<file path="src/rtl/sbf_pkg.sv">
package sbf_pkg;
  localparam int BYTE_W     = 8;
  localparam int FIFO_DEPTH = 16;
  localparam int SYNC_DEPTH = 2;

  typedef logic [BYTE_W-1:0] byte_t;
endpackage

</file>
<file path="src/rtl/sbf_edge_sync.sv">
module sbf_edge_sync #(
  parameter int   STAGES = 2,
  parameter logic IDLE   = 1'b1
) (
  input  logic clk,
  input  logic rst,
  input  logic pin,
  output logic level,
  output logic fall
);
  logic [STAGES-1:0] chain;
  logic              last;

  always_ff @(posedge clk) begin
    if (rst) begin
      chain <= {STAGES{IDLE}};
      last  <= IDLE;
    end else begin
      chain <= {chain[STAGES-2:0], pin};
      last  <= chain[STAGES-1];
    end
  end

  assign level = chain[STAGES-1];
  assign fall  = last & ~chain[STAGES-1];

  // one edge detection per transition: a fall cannot repeat on the next cycle
  p_single_fall_r9: assert property (@(posedge clk) disable iff (rst)
    fall |=> !fall);
endmodule

</file>
<file path="src/rtl/sbf_fifo.sv">
module sbf_fifo #(
  parameter int DW    = 8,
  parameter int DEPTH = 16
) (
  input  logic          clk,
  input  logic          rst,
  input  logic          push,
  input  logic [DW-1:0] wdata,
  input  logic          pop,
  output logic [DW-1:0] head,
  output logic          full,
  output logic          empty
);
  localparam int AW = $clog2(DEPTH);

  logic [DW-1:0] mem [DEPTH];
  logic [AW:0]   wptr;
  logic [AW:0]   rptr;
  logic          do_push;
  logic          do_pop;
  logic [AW:0]   fill;

  assign do_push = push & ~full;
  assign do_pop  = pop & ~empty;

  always_ff @(posedge clk) begin
    if (do_push) mem[wptr[AW-1:0]] <= wdata;
  end

  always_ff @(posedge clk) begin
    if (rst) begin
      wptr <= '0;
      rptr <= '0;
    end else begin
      if (do_push) wptr <= wptr + 1'b1;
      if (do_pop)  rptr <= rptr + 1'b1;
    end
  end

  assign head  = mem[rptr[AW-1:0]];
  assign empty = (wptr == rptr);
  assign full  = (wptr[AW] != rptr[AW]) && (wptr[AW-1:0] == rptr[AW-1:0]);
  assign fill  = wptr - rptr;

  // occupancy never exceeds the depth
  p_fill_bound_r7: assert property (@(posedge clk) disable iff (rst)
    fill <= (AW+1)'(DEPTH));
  // a full FIFO without a pop stays full: pushes are refused
  p_full_hold_r8: assert property (@(posedge clk) disable iff (rst)
    (full && !pop) |=> full);
  // an empty FIFO without a push stays empty: pops are refused
  p_empty_hold_r5: assert property (@(posedge clk) disable iff (rst)
    (empty && !push) |=> empty);
endmodule

</file>
<file path="src/rtl/sbf_wake_ctl.sv">
module sbf_wake_ctl (
  input  logic clk,
  input  logic rst,
  input  logic suspend,
  input  logic configured,
  input  logic wake_en,
  input  logic pin_fall,
  output logic listen,
  output logic flag_oe,
  output logic pwr_on_n,
  output logic wake_req
);
  always_ff @(posedge clk) begin
    if (rst) begin
      listen   <= 1'b0;
      flag_oe  <= 1'b0;
      pwr_on_n <= 1'b1;
      wake_req <= 1'b0;
    end else begin
      listen   <= suspend & wake_en;
      flag_oe  <= 1'b1;
      pwr_on_n <= ~(configured & ~suspend);
      if (!suspend)
        wake_req <= 1'b0;
      else if (listen && wake_en && pin_fall)
        wake_req <= 1'b1;
    end
  end

  // power enable is released one clock after suspend is seen
  p_pwr_suspend_r11: assert property (@(posedge clk) disable iff (rst)
    suspend |=> pwr_on_n);
  // a resume request only exists while suspended
  p_wake_in_suspend_r12: assert property (@(posedge clk) disable iff (rst)
    wake_req |-> $past(suspend));
  // flag pads float while reset is held
  p_flags_float_r1: assert property (@(posedge clk)
    rst |=> !flag_oe);
endmodule

</file>
<file path="src/rtl/sbf_port.sv">
module sbf_port #(
  parameter int DW          = sbf_pkg::BYTE_W,
  parameter int DEPTH       = sbf_pkg::FIFO_DEPTH,
  parameter int SYNC_STAGES = sbf_pkg::SYNC_DEPTH
) (
  input  logic          clk,
  input  logic          rst,
  input  logic          suspend,
  input  logic          configured,
  input  logic          wake_en,
  input  logic [DW-1:0] rx_in_data,
  input  logic          rx_in_valid,
  output logic          rx_in_ready,
  output logic [DW-1:0] tx_out_data,
  output logic          tx_out_valid,
  input  logic          tx_out_ready,
  input  logic [DW-1:0] bus_in,
  output logic [DW-1:0] bus_out,
  output logic          bus_oe,
  input  logic          rdstb_n,
  input  logic          wrstb,
  output logic          avail_n,
  output logic          avail_oe,
  input  logic          avail_in,
  output logic          space_n,
  output logic          space_oe,
  output logic          pwr_on_n,
  output logic          wake_req,
  output logic          tx_overrun
);
  logic          rd_level, rd_fall;
  logic          wr_level, wr_fall;
  logic          wk_level, wk_fall;
  logic          listen, flag_oe;
  logic [DW-1:0] rx_head;
  logic          rx_full, rx_empty;
  logic          tx_full, tx_empty;
  logic [DW-1:0] bus_pipe [SYNC_STAGES];
  logic [DW-1:0] bus_q;
  logic          oe_q;
  logic          ovr_q;

  sbf_edge_sync #(.STAGES(SYNC_STAGES), .IDLE(1'b1)) u_rd_sync (
    .clk(clk), .rst(rst), .pin(rdstb_n), .level(rd_level), .fall(rd_fall));
  sbf_edge_sync #(.STAGES(SYNC_STAGES), .IDLE(1'b0)) u_wr_sync (
    .clk(clk), .rst(rst), .pin(wrstb), .level(wr_level), .fall(wr_fall));
  sbf_edge_sync #(.STAGES(SYNC_STAGES), .IDLE(1'b1)) u_wk_sync (
    .clk(clk), .rst(rst), .pin(avail_in), .level(wk_level), .fall(wk_fall));

  // data bus delayed by as many stages as the strobe so both line up
  genvar gi;
  generate
    for (gi = 0; gi < SYNC_STAGES; gi++) begin : g_bus_pipe
      if (gi == 0) begin : g_first
        always_ff @(posedge clk) bus_pipe[gi] <= bus_in;
      end else begin : g_next
        always_ff @(posedge clk) bus_pipe[gi] <= bus_pipe[gi-1];
      end
    end
  endgenerate

  sbf_fifo #(.DW(DW), .DEPTH(DEPTH)) u_rx_fifo (
    .clk(clk), .rst(rst),
    .push(rx_in_valid), .wdata(rx_in_data),
    .pop(rd_fall), .head(rx_head),
    .full(rx_full), .empty(rx_empty));

  sbf_fifo #(.DW(DW), .DEPTH(DEPTH)) u_tx_fifo (
    .clk(clk), .rst(rst),
    .push(wr_fall), .wdata(bus_pipe[SYNC_STAGES-1]),
    .pop(tx_out_ready), .head(tx_out_data),
    .full(tx_full), .empty(tx_empty));

  sbf_wake_ctl u_wake (
    .clk(clk), .rst(rst), .suspend(suspend), .configured(configured),
    .wake_en(wake_en), .pin_fall(wk_fall), .listen(listen),
    .flag_oe(flag_oe), .pwr_on_n(pwr_on_n), .wake_req(wake_req));

  always_ff @(posedge clk) begin
    if (rst) begin
      bus_q <= '0;
      oe_q  <= 1'b0;
      ovr_q <= 1'b0;
    end else begin
      oe_q <= ~rd_level;
      if (rd_fall && !rx_empty) bus_q <= rx_head;
      if (wr_fall && tx_full)   ovr_q <= 1'b1;
    end
  end

  assign bus_out      = bus_q;
  assign bus_oe       = oe_q;
  assign rx_in_ready  = ~rx_full;
  assign tx_out_valid = ~tx_empty;
  assign avail_n      = rx_empty;
  assign space_n      = tx_full;
  assign avail_oe     = flag_oe & ~listen;
  assign space_oe     = flag_oe;
  assign tx_overrun   = ovr_q;

  // overrun status is sticky
  p_overrun_sticky_r8: assert property (@(posedge clk) disable iff (rst)
    tx_overrun |=> tx_overrun);
  // a write edge on a full FIFO raises overrun
  p_overrun_set_r8: assert property (@(posedge clk) disable iff (rst)
    (wr_fall && space_n) |=> tx_overrun);
  // the bus is never driven during reset
  p_bus_float_r1: assert property (@(posedge clk)
    rst |=> !bus_oe);
  // a pop that takes the last byte raises the available flag
  p_avail_on_drain_r4: assert property (@(posedge clk) disable iff (rst)
    (rd_fall && !avail_n && !rx_in_valid && $past(avail_n) == 1'b0 && rx_empty == 1'b0
     && u_rx_fifo.fill == 1) |=> avail_n);
  // wake input detection is unused unless listening
  p_listen_floats_r12: assert property (@(posedge clk) disable iff (rst)
    listen |-> !avail_oe);
  // synchronized level and its edge agree
  p_fall_means_low_r9: assert property (@(posedge clk) disable iff (rst)
    rd_fall |-> !rd_level);
  p_wr_fall_low_r9: assert property (@(posedge clk) disable iff (rst)
    wr_fall |-> !wr_level);
  p_wk_fall_low_r12: assert property (@(posedge clk) disable iff (rst)
    wk_fall |-> !wk_level);
endmodule

</file>
<file path="config.mk">
export PLATFORM = sky130hd
export DESIGN_NAME = sbf_port
export DESIGN_NICKNAME = d
export VERILOG_FILES = /design/src/rtl/sbf_pkg.sv /design/src/rtl/sbf_edge_sync.sv /design/src/rtl/sbf_fifo.sv /design/src/rtl/sbf_wake_ctl.sv /design/src/rtl/sbf_port.sv
export SDC_FILE = /design/constraint.sdc
export NUM_CORES = 1
export LEC_CHECK = 0
export BUFFER_PORTS_ARGS = -buffer_cell sky130_fd_sc_hd__buf_2
export CORE_MARGIN = 2
export CORE_UTILIZATION = 38
export CTS_BUF_LIST = sky130_fd_sc_hd__clkbuf_4 sky130_fd_sc_hd__clkbuf_8
export DETAILED_ROUTE_END_ITERATION = 6
export PLACE_DENSITY_LB_ADDON = 0.3
export SLEW_MARGIN = 0
export SYNTH_ARGS = -nofsm -noshare
export SYNTH_HDL_FRONTEND = slang
export SYNTH_HIERARCHICAL = 1
export SYNTH_SLANG_ARGS = --single-unit
</file>
<file path="constraint.sdc">
create_clock -name clk -period 2.1 [get_ports clk]
set_input_delay 0.315 -clock clk [delete_from_list [all_inputs] [get_ports clk]]
set_output_delay 0.315 -clock clk [all_outputs]
set_load 0.01 [all_outputs]
</file>
# Yosys cells after proc, flatten, opt, wreduce, memory -nomap -nowiden
# Memories as Yosys holds them, arrays and structs flattened. A register that Yosys moved wholly into a read port is not among the register bits.
# Index checks and enable logic that the tools add are counted.
dict set report op_classes {
  n_lt_le_gt_ge 0
  n_eq_ne 6
  n_bitwise 20
  n_reduce_logical 8
  multipliers 0
  n_addsub 4
  shifts 0
  mux 7
  div 0
}
# cell n
set ops {}
lappend ops {{$add A5 B1 Y5 const B} 4}
lappend ops {{$and A1 B1 Y1} 10}
lappend ops {{$eq A5 B5 Y1} 2}
lappend ops {{$not A1 Y1} 10}
lappend ops {{$eq A4 B4 Y1} 2}
lappend ops {{$mux W4} 2}
lappend ops {{$logic_and A1 B1 Y1} 6}
lappend ops {{$mux W1} 5}
lappend ops {{$ne A1 B1 Y1} 2}
lappend ops {{$reduce_or A2 Y1} 1}
lappend ops {{$logic_not A1 Y1} 1}
dict set report word_totals {
  memories 3
  output_inout_bits 26
  ramBits 272
  elab_cells 64
  latchBits 0
  ff_bits 35
  romBits 0
  in_bits 26
}
# name depth width rd rd_clocked_by_memory_dff wr line
set mem_list {}
lappend mem_list {u_rx_fifo.mem 16 8 1 1 1 sbf_fifo.sv:16} ;# logic [DW-1:0] mem [DEPTH];
lappend mem_list {u_tx_fifo.mem 16 8 1 1 1 sbf_fifo.sv:16}
lappend mem_list {bus_pipe 2 8 2 0 2 sbf_port.sv:38} ;# logic [DW-1:0] bus_pipe [SYNC_STAGES];

# Longest topological paths before layout
dict set report logic_depth {
  depth_word 6
  depth_mapped 7
  mapped_depth_nobuf 6
}

# Cells and area by module
# The synthesis kept the hierarchy.
# module n_inst cells_per_inst area_per_inst_um2 seq_area_each_um2
set by_module_without_submodules {}
lappend by_module_without_submodules {sbf_fifo 2 283 5829.3 4124.0}
lappend by_module_without_submodules {sbf_port 1 58 753.2 520.5}
lappend by_module_without_submodules {{sbf_edge_sync (u_rd_sync ...)} 2 7 85.1 60.1}
lappend by_module_without_submodules {sbf_wake_ctl 1 10 111.4 80.1}
lappend by_module_without_submodules {{sbf_edge_sync (u_wr_sync)} 1 7 87.6 60.1}

# Worst setup path after synthesis
# OpenSTA, ideal clock, no wires.
dict set report synth_path {
  kind {register to output}
  startpoint {register (tool-made name)}
  endpoint {output tx_out_data[0]}
  stages_incl_launch_ff 5
  path_buffers 2
  path_slack_ns 0.194
  t_arrival_ns 1.591
  required_ns 1.785
  cell_sequence {dfxtp_1 > buf_6 > buf_8 > mux4_1 > mux4_2}
}
# element line
set synth_rtl {}
lappend synth_rtl {{to (decl)} sbf_port.sv:14} ;# output logic [DW-1:0] tx_out_data,

==> impl_metrics.env <==
export IMPL_status="finished with violations"
export IMPL_violations="negative setup slack"
export IMPL_clock_latency_ns=0.56
export IMPL_p_leak_nw=5.20
export IMPL_slew_violations=0
export IMPL_drc=0
export IMPL_crit_family="multiplexers"
export IMPL_p_seq_frac=0.493
export IMPL_final_setup_worst_slack_ns=-0.563
export IMPL_cpMaxStageDelayCell="mux4_2"
export IMPL_drv_cap=0
export IMPL_grt_pass1_vias=6868
export IMPL_worstSetupPathType="reg -> out"
export IMPL_core_area_sq_mm=0.0334
export IMPL_numPortBuffers=51
export IMPL_globalplace_congestion=0.789
export IMPL_rrSetupSlack_ns=0.04
export IMPL_ff2ff_path_depth=5
export IMPL_firstDrtPassIters=4
export IMPL_layout_cells_non_filler=1287
export IMPL_skew_ns=0.0167
export IMPL_grtUsageTotal=0.150
export IMPL_syn_area_sq_mm=0.0128
export IMPL_crit_path_start_kind="flop"
export IMPL_ioPinCount=52
export IMPL_syn2layout_area_growth_pct=19.8
export IMPL_period_share=1.27
export IMPL_total_power_w=0.0144
export IMPL_postLayoutCoreUtil=0.459
export IMPL_critPathBufInv=3
export IMPL_hpwl_um=16900
export IMPL_min_period_ns=2.66
export IMPL_grt_pass1_wl_um=40700
export IMPL_hold_path_class="in -> reg"
export IMPL_antenna_found_initial=0
export IMPL_root_buffer="clkbuf_8"
export IMPL_fillers=2932
export IMPL_num_nets_final=834
export IMPL_clock_fmax_mhz=376
export IMPL_worstSetupPathDepth=5
export IMPL_async_flop_share=0
export IMPL_tritoncts="yes"
export IMPL_start_util=0.383
export IMPL_drive_above_1_share=0.355
export IMPL_h_tree_depth=2
export IMPL_synth_avg_cell_area_sq_um=19.5
export IMPL_regToRegEndpoint="bus_out[4]"
export IMPL_cts_sinks=323
export IMPL_p_sw_frac=0.214
export IMPL_tns_ns=-4.34
export IMPL_drtIter0Drc=586
export IMPL_seq_area_frac_synth=0.706
export IMPL_crit_required_ns=1.78
export IMPL_crit_arrival_ns=2.35
export IMPL_yosys_register_bits=323
export IMPL_antenna_cells=0
export IMPL_postPlaceCellArea_sq_mm=0.0137
export IMPL_placedCellCount=1162
export IMPL_grt_max_degree=34
export IMPL_grt_setup_unrepaired="yes"
export IMPL_combPwrFrac=0.091
export IMPL_vias_per_cell=5.16
export IMPL_design_area_sq_mm=0.0153
export IMPL_cts_inserted_buffers=52
export IMPL_relSlewSlack=0.562
export IMPL_chipWidth_um=187
export IMPL_p_clk_frac=0.416
export IMPL_path_cells="buf_12, buf_12, mux4_2, mux4_2, buf_6"
export IMPL_synth_flop_cell="edfxtp_1"
export IMPL_max_stage_delay_ns=0.54
export IMPL_num_rows=67
export IMPL_die_h_um=187
export IMPL_ir_worst_vdd_mv=0.513
export IMPL_hold_viol=0
export IMPL_cp_end_kind="primary output"
export IMPL_p_per_area_mw_per_mm2=938
export IMPL_synth_edf_count=256
export IMPL_power_internal_w=0.0113
export IMPL_seq_area_sq_mm=0.00906
export IMPL_path_max_fanout=5
export IMPL_setup_viol=8
export IMPL_antenna_left=0
export IMPL_wl_per_cell_um=20.4
export IMPL_synth_cells=655
export IMPL_cts_buffer_depth=3
export IMPL_vias=6645
export IMPL_critPathCapture="tx_out_data[3]"
export IMPL_dieArea_sq_mm=0.0351
export IMPL_overflow=0
export IMPL_worstMarginPinSlew_ns=0.656
export IMPL_syn_nets=691
export IMPL_totalWireLength_um=26300
export IMPL_switching_power_w=0.00307
export IMPL_clkTransAtPathRegs_ns=0.06
export IMPL_multi_input_area_sq_mm=0.00346
export IMPL_yosys_warnings=6
export IMPL_synth_cell_types=47
-- what timing repair did --
action	CTS	global route
resized for setup	59	21
hold buffers	15	0
pin swaps	2	5
endpoints found under the setup margin	29	112
gates cloned	2	0
buffers inserted	8	6
hold endpoints to repair	13	0
-- synthesized netlist by cell type (3+ instances only) --
cell type	instances	area, sq um
buf_1	8	30.0
inv_1	19	71.3
a211oi_1	4	30.0
o311ai_0	8	70.1
a311o_1	4	40.0
nand3_1	4	20.0
mux4_1	48	1260
o21ai_2	3	26.3
nand4bb_1	8	90.1
xnor2_1	10	87.6
buf_8	4	60.1
or2_1	6	37.5
mux2i_1	4	40.0
o21ai_1	5	25.0
ha_1	10	125
mux4_2	32	721
a21oi_1	9	45.0
mux2_2	8	90.1
dfxtp_1	67	1340
edfxtp_1	256	7690
and4_1	12	105
o21ai_0	4	20.0
nor2_1	19	71.3
nand2b_1	8	50.1
clkbuf_1	8	30.0
buf_2	5	25.0
nor2b_1	12	75.1
and3_1	25	156
nand4_1	8	50.1
nand2_1	7	26.3
-- cell usage in the layout (no fill, tap or decap), types with 11 or more instances in the layout --
master	n
mux4_2	59
dlygate4sd3_1	15
clkbuf_8	56
clkbuf_4	13
buf_4	41
and4_1	11
dfxtp_2	11
buf_2	43
and3_1	25
nor2_1	17
dfxtp_1	52
edfxtp_1	256
nor2b_1	12
inv_1	16
mux4_1	21
-- how the worst min path moves through the flow --
| stage | cells after the start | start | slack, ns | end |
|---|---|---|---|---|
| final | 2 | rst | 0.04 | u_rd_sync/last |
| after global routing | 2 | rst | 0.02 | u_rd_sync/last |
| after CTS | 2 | suspend | 0.006 | u_wake/wake_req |
| after detailed placement | 0 | bus_pipe[0][5] | 0.31 | bus_pipe[0][13] |
| after global placement | 0 | bus_pipe[0][4] | 0.31 | bus_pipe[0][12] |
| after floorplan | 0 | bus_pipe[0][2] | 0.31 | bus_pipe[0][10] |
-- cells by family (layout without fill, tap and decap cells) --
logic type,Yosys count,in the layout,share of synthesized area
flops,323,323,0.706
simple gates,116,116,0.0574
mux,94,94,0.167
compound gates,50,50,0.0288
buf+inv,50,234,0.0224
xor+xnor,12,12,0.00822
fa+ha+maj,10,10,0.00979
-- per-layer routing --
| metal | part of all wire | GRT usage |
|---|---|---|
| met4 | 0.018 | 0.0430 |
| met1 | 0.43 | 0.195 |
| met5 | 0 | 0 |
| met2 | 0.51 | 0.259 |
| met3 | 0.047 | 0.0283 |
-- area by class of cell --
class | count | area share
Sequential cell | 323 | 0.592
Multi-Input combinational cell | 282 | 0.226
Timing Repair Buffer | 118 | 0.0633
Clock buffer | 69 | 0.0567
Tap cell | 448 | 0.0366
Clock inverter | 26 | 0.0200
Inverter | 21 | 0.00540
-- state kept, by name, summed over array words and instances (netlist names), 2 cells and up, named ones only --
signal,cells
u_rx_fifo/rptr,5
u_wr_sync/chain,2
u_tx_fifo/mem,128
u_rx_fifo/wptr,5
u_tx_fifo/rptr,5
u_wk_sync/chain,2
u_tx_fifo/wptr,5
bus_pipe,16
bus_out,8
u_rd_sync/chain,2
u_rx_fifo/mem,128
-- power groups by stage --
| stage | clock network [W] | registers, W | logic [W] |
|---|---|---|---|
| 2_1_floorplan | 0 | 0.00717 | 0.000694 |
| 3_3_place_gp | 0 | 0.00720 | 0.000962 |
| 3_5_place_dp | 0 | 0.00721 | 0.000988 |
| 4_1_cts | 0.00615 | 0.00708 | 0.00125 |
| 5_1_grt | 0.00644 | 0.00709 | 0.00139 |
| 6_report | 0.00598 | 0.00708 | 0.00130 |
-- through the flow --
step | hold slack (ns) | setup slack, ns
after floorplan | 0.310 | 0.194
after global placement | 0.313 | 0.0168
after detailed placement | 0.312 | -0.0250
after CTS | 0.00578 | -0.621
after global routing | 0.0194 | -0.645
final | 0.0439 | -0.563
Note: power is estimated with default switching activity, not from simulation.
